`config.mk`:
```
export PLATFORM = sky130hd
export DESIGN_NAME = frame_loader
export DESIGN_NICKNAME = d
export VERILOG_FILES = /design/src/rtl/lod_pkg.sv /design/src/rtl/lod_group_asm.sv /design/src/rtl/lod_record_ctl.sv /design/src/rtl/frame_loader.sv
export SDC_FILE = /design/constraint.sdc
export NUM_CORES = 1
export LEC_CHECK = 0
export ABC_AREA = 1
export BUFFER_PORTS_ARGS = -buffer_cell sky130_fd_sc_hd__buf_2
export CORE_AREA = 3 3 135 137
export DETAILED_ROUTE_END_ITERATION = 12
export DIE_AREA = 0 0 138 140
export PLACE_DENSITY = 0.49
export SKIP_LAST_GASP = 1
export SLEW_MARGIN = 20
export SYNTH_ARGS = -nofsm -noshare
export SYNTH_HDL_FRONTEND = slang
export SYNTH_HIERARCHICAL = 1
export SYNTH_SLANG_ARGS = --single-unit
```
`constraint.sdc`:
```
create_clock -name clk -period 4 [get_ports clk]
set_clock_uncertainty 0.2 [all_clocks]
set_input_delay 0.8 -clock clk [delete_from_list [all_inputs] [get_ports clk]]
set_output_delay 0.8 -clock clk [all_outputs]
set_load 0.01 [all_outputs]
```
`src/rtl/lod_pkg.sv`:
```
package lod_pkg;

    localparam int WORD_W  = 64;
    localparam int CHUNK_W = 7;
    localparam int BYTE_W  = CHUNK_W + 1;
    localparam int CHUNKS  = (WORD_W + CHUNK_W - 1) / CHUNK_W;
    localparam int CNT_W   = $clog2(CHUNKS + 1);

    typedef logic [WORD_W-1:0]  word_t;
    typedef logic [CHUNK_W-1:0] chunk_t;
    typedef logic [CNT_W-1:0]   cnt_t;

    // one received symbol: marker on top, payload below
    typedef struct packed {
        logic   lead;
        chunk_t chunk;
    } rx_sym_t;

    // which group of a record is being collected
    typedef enum logic {
        GRP_ADDR = 1'b0,
        GRP_INSN = 1'b1
    } grp_kind_e;

    // per-byte events reported by the assembler
    typedef struct packed {
        logic complete;
        logic restart;
        logic stray;
    } asm_evt_t;

    function automatic word_t shift_chunk(input word_t acc, input chunk_t c);
        return {acc[WORD_W-CHUNK_W-1:0], c};
    endfunction

    function automatic word_t seed_chunk(input chunk_t c);
        return {{(WORD_W-CHUNK_W){1'b0}}, c};
    endfunction

endpackage

```
`src/rtl/lod_group_asm.sv`:
```
module lod_group_asm
    import lod_pkg::*;
(
    input  logic     clk,
    input  logic     rst,
    input  logic     sym_valid,
    input  rx_sym_t  sym,
    output asm_evt_t evt,
    output word_t    value
);

    localparam cnt_t LAST_CNT = cnt_t'(CHUNKS - 1);
    localparam cnt_t ONE_CNT  = cnt_t'(1);

    word_t acc_q;
    cnt_t  cnt_q;
    logic  open_w;

    assign open_w = (cnt_q != '0);

    always_comb begin
        value        = shift_chunk(acc_q, sym.chunk);
        evt.restart  = sym_valid &  sym.lead &  open_w;
        evt.stray    = sym_valid & ~sym.lead & ~open_w;
        evt.complete = sym_valid & ~sym.lead &  open_w & (cnt_q == LAST_CNT);
    end

    always_ff @(posedge clk) begin
        if (rst) begin
            acc_q <= '0;
            cnt_q <= '0;
        end else if (sym_valid) begin
            if (sym.lead) begin
                acc_q <= seed_chunk(sym.chunk);
                cnt_q <= ONE_CNT;
            end else if (open_w) begin
                acc_q <= value;
                cnt_q <= evt.complete ? cnt_t'(0) : cnt_q + ONE_CNT;
            end
        end
    end

    AST_CNT_BOUND: assert property (@(posedge clk) disable iff (rst)
        cnt_q <= LAST_CNT);

    AST_LEAD_RESTARTS: assert property (@(posedge clk) disable iff (rst)
        (sym_valid && sym.lead) |=> (cnt_q == ONE_CNT));

    AST_STRAY_IGNORED: assert property (@(posedge clk) disable iff (rst)
        evt.stray |=> (cnt_q == '0) && $stable(acc_q));

    AST_IDLE_HOLDS: assert property (@(posedge clk) disable iff (rst)
        !sym_valid |=> $stable(cnt_q) && $stable(acc_q));

endmodule

```
`src/rtl/lod_record_ctl.sv`:
```
module lod_record_ctl
    import lod_pkg::*;
#(
    parameter int ADDR_W = 8
) (
    input  logic              clk,
    input  logic              rst,
    input  logic              sym_valid,
    input  asm_evt_t          evt,
    input  word_t             value,
    output logic [ADDR_W-1:0] mem_addr,
    output word_t             mem_data,
    output logic              mem_we,
    output logic              err_pulse,
    output logic              done_pulse
);

    grp_kind_e         kind_q;
    logic [ADDR_W-1:0] slot_q;

    always_ff @(posedge clk) begin
        if (rst) begin
            kind_q     <= GRP_ADDR;
            slot_q     <= '0;
            mem_addr   <= '0;
            mem_data   <= '0;
            mem_we     <= 1'b0;
            err_pulse  <= 1'b0;
            done_pulse <= 1'b0;
        end else begin
            mem_we     <= 1'b0;
            done_pulse <= 1'b0;
            err_pulse  <= evt.restart | evt.stray;
            if (evt.complete) begin
                if (kind_q == GRP_ADDR) begin
                    slot_q <= value[ADDR_W-1:0];
                    kind_q <= GRP_INSN;
                end else begin
                    mem_addr   <= slot_q;
                    mem_data   <= value;
                    mem_we     <= 1'b1;
                    done_pulse <= 1'b1;
                    kind_q     <= GRP_ADDR;
                end
            end
        end
    end

    AST_WE_SINGLE: assert property (@(posedge clk) disable iff (rst)
        mem_we |=> !mem_we);

    AST_WE_AFTER_INSN: assert property (@(posedge clk) disable iff (rst)
        (evt.complete && kind_q == GRP_INSN) |=> mem_we && (mem_addr == $past(slot_q)));

    AST_ADDR_NO_WRITE: assert property (@(posedge clk) disable iff (rst)
        (evt.complete && kind_q == GRP_ADDR) |=> !mem_we && (kind_q == GRP_INSN));

    AST_DONE_TRACKS_WE: assert property (@(posedge clk) disable iff (rst)
        done_pulse == mem_we);

    AST_ERR_WE_EXCL: assert property (@(posedge clk) disable iff (rst)
        !(err_pulse && mem_we));

    AST_QUIET_ON_IDLE: assert property (@(posedge clk) disable iff (rst)
        !sym_valid |=> !mem_we && !err_pulse);

endmodule

```
`src/rtl/frame_loader.sv`:
```
module frame_loader
    import lod_pkg::*;
#(
    parameter int ADDR_W = 8
) (
    input  logic              clk,
    input  logic              rst,
    input  logic [7:0]        rx_byte,
    input  logic              rx_valid,
    output logic [ADDR_W-1:0] mem_addr,
    output logic [63:0]       mem_data,
    output logic              mem_we,
    output logic              err_pulse,
    output logic              done_pulse
);

    rx_sym_t  sym_w;
    asm_evt_t evt_w;
    word_t    value_w;

    assign sym_w = rx_sym_t'(rx_byte);

    lod_group_asm u_asm (
        .clk       (clk),
        .rst       (rst),
        .sym_valid (rx_valid),
        .sym       (sym_w),
        .evt       (evt_w),
        .value     (value_w)
    );

    lod_record_ctl #(.ADDR_W(ADDR_W)) u_ctl (
        .clk        (clk),
        .rst        (rst),
        .sym_valid  (rx_valid),
        .evt        (evt_w),
        .value      (value_w),
        .mem_addr   (mem_addr),
        .mem_data   (mem_data),
        .mem_we     (mem_we),
        .err_pulse  (err_pulse),
        .done_pulse (done_pulse)
    );

endmodule

```
# Word level (Yosys, flattened, before mapping)
# Index checks and enable logic that the tools add are counted.
[word_totals]
register_bits = 144
wordCells = 34
output_inout_bits = 75
input_bits = 11
[classes]
n_eq_ne = 1
n_reduce_logical = 6
muxes = 7
addsub = 1
n_bitwise = 11
[op_table]
columns = ["operator", "n"]
rows = [
  ["$mux W57", 2],
  ["$mux W4", 3],
  ["$and A1 B1 Y1", 6],
  ["$reduce_and A2 Y1", 3],
  ["$add A4 B1 Y4 const B", 1],
  ["$eq A4 B4 Y1 const B", 1],
  ["$not A1 Y1", 4],
  ["$reduce_bool A4 Y1", 1],
  ["$mux W1", 2],
  ["$reduce_bool A2 Y1", 1],
  ["$reduce_or A2 Y1", 1],
  ["$or A1 B1 Y1", 1],
]

# Logic depth before layout (Yosys ltp)
# Gate-level depths: netlist (run 1).
[logic_depth]
word_depth = 7
ltp_mapped = 11

# Modules after synthesis
# The synthesis (run 1) kept the hierarchy.
[modules_own_cells]
columns = ["mod", "n_inst", "area_per_inst_um2", "seq_area_each_um2", "cells_per_inst"]
rows = [
  ["lod_record_ctl", 1, 3021.6, 1661.6, 374],
  ["lod_group_asm", 1, 2459.9, 1221.2, 305],
]

# Least setup slack after synthesis (run 1)
# OpenSTA, ideal clock, no wires.
[synth_timing]
kind = "input-to-reg"
startpoint = "in rx_valid"
endpoint = "reg u_ctl.mem_data[42]"
setup_ns = 0.113
t_arrival_ns = 1.789
required_time_ns = 3.687
path_stages = 10
slack_ns = 1.899
cell_sequence = "inv_2 > nor2_8 > nand2_1 > nor2_1 > buf_6 > nand2_4 > buf_4 > buf_2 > nand3_1 > nand2_1"
[synth_rtl]
columns = ["item", "line_no", "text"]
rows = [
  ["start: declaration", "frame_loader.sv:9", "input logic rx_valid,"],
  ["end signal: assignment", "lod_record_ctl.sv:40", "mem_data <= value;"],
  ["end: declaration", "lod_record_ctl.sv:12", "output word_t mem_data,"],
]

==> results of run 1 <==
worst paths after layout:
path | depth (start not counted) | start | slack, ns | to
worst max-delay path | 10 | u_asm/cnt_q[0] | 1.29 | u_ctl/mem_data[47]
worst min-delay path | 2 | u_ctl/slot_q[7] | 0.25 | u_ctl/mem_addr[7]
worst max register to register | 10 | u_asm/cnt_q[0] | 1.29 | u_ctl/mem_data[47]
worst min register to register | 2 | u_ctl/slot_q[7] | 0.25 | u_ctl/mem_addr[7]
where the power goes:
| group | internal [mW] | total (mW) | switching (mW) |
|---|---|---|---|
| Combinational | 0.0221 | 0.106 | 0.0843 |
| Sequential | 1.44 | 1.45 | 0.00890 |
| Clock | 0.947 | 1.53 | 0.582 |
| Total | 2.41 | 3.09 | 0.675 |
sequential cells by signal, summed over array words and instances (netlist names):
signal	count
u_asm/acc_q	57
u_ctl/err_pulse	1
u_asm/cnt_q	4
u_ctl/mem_data	64
u_ctl/mem_addr	8
u_ctl/kind_q	1
u_ctl/done_pulse	1
u_ctl/slot_q	8
kinds of logic (layout without fill, tap and decap cells):
| kind of cell | Yosys count | count (layout) |
|---|---|---|
| buf+inv | 73 | 142 |
| flops | 144 | 144 |
| fa+ha+maj | 3 | 3 |
| simple gates | 398 | 398 |
| compound gates | 61 | 61 |
cell usage after synthesis:
master      n
a21oi_1    54
buf_1       6
buf_12      2
buf_2       9
buf_4      19
buf_6      11
clkbuf_1    7
clkinv_1    1
dfxtp_1   144
ha_1        3
inv_1      16
inv_2       2
nand2_1   195
nand2_2    20
nand2_4     2
nand3_1   133
nand3b_4    1
nand4_1     3
nor2_1     41
nor2_2      1
nor2_8      2
o21ai_0     6
o21ai_1     1
stage by stage:
step	setup slack, ns	hold slack (ns)
global placement	1.10	0.238
finish	1.29	0.249
floorplan	1.90	0.219
detailed placement	1.02	0.242
global route	1.05	0.274
CTS	1.26	0.255
area by class of cell:
cell class / count / area (um^2) / share of cell area (%)
clock buffer: 22 / 464 / 7.23
clock inverter: 10 / 111 / 1.73
inverter: 19 / 71.3 / 1.11
multi-input combinational: 462 / 2130 / 33.1
sequential: 144 / 2880 / 44.9
tap: 225 / 282 / 4.38
timing repair buffer: 91 / 483 / 7.52
critical path, cell delays in order, from the launching register on:
cell,delay (ns)
dfxtp_1,0.40
inv_1,0.10
ha_1,0.26
nand2_2,0.09
nand2_1,0.06
nor2_1,0.52
nand2_4,0.14
nor2_8,0.39
buf_12,0.28
nand2_1,0.10
nand2_1,0.06
metal layers:
layer,part of all wire (%),vias up,routed length [um]
met1,49,2110,6500
met5,0.053,-,7
met3,4.6,19,602
met2,44,104,5870
met4,1.8,2,240
li1,-,2315,-
==> flow_summary.yaml, run 1 <==
global_routing:
  top_usage_layer: "met2"
  met1_usage_pct: 18.9
  overflow: 0
  grt_max_degree: 74
  grt_use_met2_pct: 20.8
  grt_pass1_wl_mm: 22.3
  grt_pass1_vias: 4412
  antenna_found_initial: 1
  grt.met3_usage_pct: 3.93
  grt_usage_pct: 13.9
synthesis:
  synth_top_area_share_pct: 52.6
  synth_area_leaders: "dfxtp_1 53%, nand2_1 13%, nand3_1 12%"
  yosysTopAreaCell: "dfxtp_1"
  synth-simple-area-share_pct: 32.5
  yosysWarningCount: 6
  synth_xor_area_share_pct: 0
  synthMuxAreaShare_pct: 0
  synth_cell_types: 23
  syn-num-nets: 693
  postSynthAreaPerCell_um2: 8.07
  netlist_area_um2: 5480
  synth_compound_area_share_pct: 5.57
  synthAdderAreaFrac_pct: 0.685
  yosys_register_bits: 144
  synthCells: 679
  synth_top_family_by_area: "simple AND/OR/NAND/NOR gates"
  seq_area_frac_synth_pct: 52.6
sta:
  post-route-period-util_pct: 67.8
  setup_viol: 0
  max_slew_margin_pct: 50.1
  worst_slew_pin_slew_ns: 0.748
  timing.fmax_mhz: 368
  rsz0062_at_grt: "no"
  slew_viol_final: 0
  setup_tns_ns: 0
  hold_viol_final: 0
  fin_crit_ns: 2.71
clock_tree:
  cts_tree: "built"
  clock_path_buffers: 2
  htree_levels: 4
  clk_latency_ns: 0.41
  cts.sinks: 144
  clkTransAtPathRegs_ns: 0.06
  cts_resized: 0
  numCtsBuffers: 17
  cts-root-buf: "clkbuf_16"
  cts_hold_buf: 0
  postCtsSetupBuffers: 0
power:
  ir_drop_v: 0.000341
  power.density_nw_per_um2: 481
  power_leakage_nw: 2.92
  totalPowerFinal_mw: 3.09
routing:
  drt_pre_antenna_iters: 4
  viasPerCell: 4.68
  ant_nets: 0
  routedWlPerCell_um: 13.6
  wirelength_mm: 13.2
  drc: 0
  dr_total_vias: 4550
  dr.first_iter.drc_count: 278
cells_and_area:
  drive_gt1_share_pct: 19.8
  final_cell_mix: "195 x nand2_1, 144 x dfxtp_1, 133 x nand3_1"
  layout_commonest_cell: "nand2_1"
  syn_to_final_growth_pct: 17.1
  layout.cells.non_filler: 973
  diodes: 0
  nets: 749
  fillCellCount: 1878
  final_util_pct: 37.4
  fin_area_um2: 6420
floorplanning:
  dieArea_um2: 19300
  fp.dieH_um: 140
  die_w_um: 138
  io_pins: 86
  start_util_pct: 31.9
  design.core.area_um2: 17200
  rows: 48
worst_hold_path:
  holdCritPathClass: "reg -> reg"
critical_path:
  crit_fanout: 46
  crit_required_ns: 4.15
  endpoint_kind: "flop"
  crit_arrival_ns: 2.87
  cp-start-kind: "flop"
  worstSetupPathType: "reg -> reg"
placed_design:
  place_inst: 941
  routabilityCongestion: 0.804
  dp.final_hpwl_mm: 8.47
  portBuffers: 85
  postPlaceCellArea_um2: 5850
run_status:
  status: "finished, final reports clean"
flow_run:
  drv_cap: 0
(Power assumes the default switching activity.)
==> run 2, diff against run 1 <==
--- a/config.mk
+++ b/config.mk
@@ -10,7 +10,7 @@
 export CORE_AREA = 3 3 135 137
 export DETAILED_ROUTE_END_ITERATION = 12
 export DIE_AREA = 0 0 138 140
-export PLACE_DENSITY = 0.49
+export PLACE_DENSITY = 0.5
 export SKIP_LAST_GASP = 1
 export SLEW_MARGIN = 20
 export SYNTH_ARGS = -nofsm -noshare
==> constraint.sdc (replaced) <==
create_clock -name clk -period 2.4 [get_ports clk]
set_clock_uncertainty 0.2 [all_clocks]
set_input_delay 0.48 -clock clk [delete_from_list [all_inputs] [get_ports clk]]
set_output_delay 0.48 -clock clk [all_outputs]
set_load 0.01 [all_outputs]
==> flow_summary.yaml, run 2 (synthesis gave the netlist of run 1 again) <==
clock_tree:
  cts-root-buf: "clkbuf_16"
  cts_tree: "built"
  clkTransAtPathRegs_ns: 0.06
  htree_levels: 4
  postCtsSetupBuffers: 0
  cts.sinks: 144
  clock_path_buffers: 2
  clk_latency_ns: 0.42
  cts_hold_buf: 0
  numCtsBuffers: 17
worst_hold_path:
  hold_depth: 3
  holdCritPathClass: "in -> reg"
  holdCritStartpoint: "rx_byte[3]"
  hold_end: "u_ctl/mem_data[3]"
placed_design:
  routabilityCongestion: 0.771
  postPlaceCellArea_um2: 5920
  dp.final_hpwl_mm: 8.73
  portBuffers: 85
  place_ws_ns: 0.134
global_routing:
  grt_max_degree: 55
  grt_pass1_vias: 4379
  grt_pass1_wl_mm: 22.0
  grt_usage_pct: 13.8
  overflow: 0
  antenna_found_initial: 1
floorplanning:
  dieArea_um2: 19300
  io_pins: 86
  rows: 48
  die_w_um: 138
  design.core.area_um2: 17200
  start_util_pct: 31.9
  fp.dieH_um: 140
cells_and_area:
  fillCellCount: 1846
  largest_register_ffs: 64
  syn_to_final_growth_pct: 19.6
  drive_gt1_share_pct: 21.0
  layout_commonest_cell: "nand2_1"
  top_register: "u_ctl/mem_data"
  final_util_pct: 38.2
  diodes: 0
  largestRegisters: "u_ctl/mem_data (64), u_asm/acc_q (57)"
  final_cell_mix: "195 x nand2_1, 144 x dfxtp_1, 133 x nand3_1"
  fin_area_um2: 6550
  nets: 756
sta:
  slew_viol_final: 0
  layout_setup_ws_ns: 0.219
  max_slew_margin_pct: 62.2
  worst_slew_pin_slew_ns: 0.567
  timing.fmax_mhz: 459
  setup_tns_ns: 0
  setup_viol: 0
  fin_crit_ns: 2.18
  rsz0062_at_grt: "no"
  hold_viol_final: 0
  post-route-period-util_pct: 90.9
critical_path:
  crit_top_cell: "nand2_1"
  rr_worst_depth: 10
  cp.buffers_inverters: 2
  endpoint_kind: "flop"
  crit_family: "simple AND/OR/NAND/NOR gates"
  crit_chain: "inv_1, ha_1, nand2_2, nand2_1, nor2_2, nand2_4, nor2_8, buf_16, nand2_1, nand2_1"
  critPathMaxStageDelay_ns: 0.40
  critPathSlowestCell: "dfxtp_1"
  crit_required_ns: 2.56
  crit_fanout: 49
  rr_endpoint: "u_ctl/mem_addr[7]"
  ff2ff_setup_slack_ns: 0.22
  crit_arrival_ns: 2.34
  cp-start-kind: "flop"
  worstSetupPathType: "reg -> reg"
  r2r-start: "u_asm/cnt_q[0]"
power:
  power_leakage_nw: 2.98
  pwr-share-seq_pct: 45.4
  power.density_nw_per_um2: 813
  p_switching_mw: 1.14
  internal_power_mw: 4.19
  p_clk_share_pct: 51.1
  combPwrFrac_pct: 3.5
  ir_drop_v: 0.000513
  totalPowerFinal_mw: 5.33
  sw_frac_of_total_pct: 21.4
flow_run:
  drv_cap: 0
run_status:
  status: "finished, final reports clean"
routing:
  wirelength_mm: 13.4
  drt_pre_antenna_iters: 4
  dr_total_vias: 4512
  dr.first_iter.drc_count: 241
  viasPerCell: 4.61
  routedWlPerCell_um: 13.7
  ant_nets: 0
  drc: 0
==> run 2: layout make-up <==
| class | instances | area, um^2 | area share [%] |
|---|---|---|---|
| Timing Repair Buffer | 97 | 564 | 8.61 |
| Sequential cell | 144 | 2880 | 44.0 |
| Tap cell | 225 | 282 | 4.30 |
| Clock buffer | 22 | 484 | 7.39 |
| Clock inverter | 9 | 131 | 2.00 |
| Multi-Input combinational cell | 463 | 2140 | 32.6 |
| Inverter | 19 | 71.3 | 1.09 |
==> run 2: power by group through the flow <==
stage	sequential [mW]	clock (mW)	combinational [mW]
after floorplan	2.47	0	0.157
after global placement	2.47	0	0.185
after detailed placement	2.47	0	0.188
after CTS	2.42	2.79	0.188
after global routing	2.42	2.88	0.207
final	2.42	2.72	0.187
==> run 2: timing repair <==
action | 4_1_cts | 5_1_grt
gates resized for setup | 0 | 4
hold endpoints to repair | 0 | 0
setup endpoints to repair | 0 | 6
==> run 2: metrics by stage <==
step / hold WS (ns) / cells
finish: 0.0984 / 979
global route: 0.0814 / 979
CTS: 0.0747 / 978
detailed placement: 0.246 / 947
global placement: 0.246 / 947
floorplan: 0.219 / 679
==> run 2: routing by layer <==
| metal | global-route usage [%] | share of wire, % | vias up |
|---|---|---|---|
| li1 | - | - | 2326 |
| met4 | 5.04 | 1.6 | 2 |
| met1 | 18.1 | 49 | 2067 |
| met3 | 4.61 | 5.4 | 17 |
| met5 | 0 | 0.097 | - |
| met2 | 21.1 | 44 | 100 |
==> run 2: worst max path at each step <==
stage / from / to / slack (ns) / cells after the start
after floorplan: u_asm/cnt_q[0] / u_ctl/mem_data[42] / 0.42 / 11
after global routing: u_asm/cnt_q[0] / u_ctl/mem_data[49] / 0.01 / 10
after global placement: rx_valid / u_ctl/mem_data[27] / 0.24 / 10
final: u_asm/cnt_q[0] / u_ctl/mem_addr[7] / 0.22 / 10
after detailed placement: u_asm/cnt_q[0] / u_ctl/mem_data[1] / 0.13 / 10
after CTS: u_asm/cnt_q[0] / u_ctl/mem_data[1] / 0.11 / 10
==> run 2: worst register-to-register path: stages (launching register included) <==
cell and delay [ns]:
dfxtp_1 0.40, inv_1 0.10, ha_1 0.26, nand2_2 0.09, nand2_1 0.07, nor2_2 0.22, nand2_4 0.19, nor2_8 0.16
buf_16 0.23, nand2_1 0.15, nand2_1 0.06
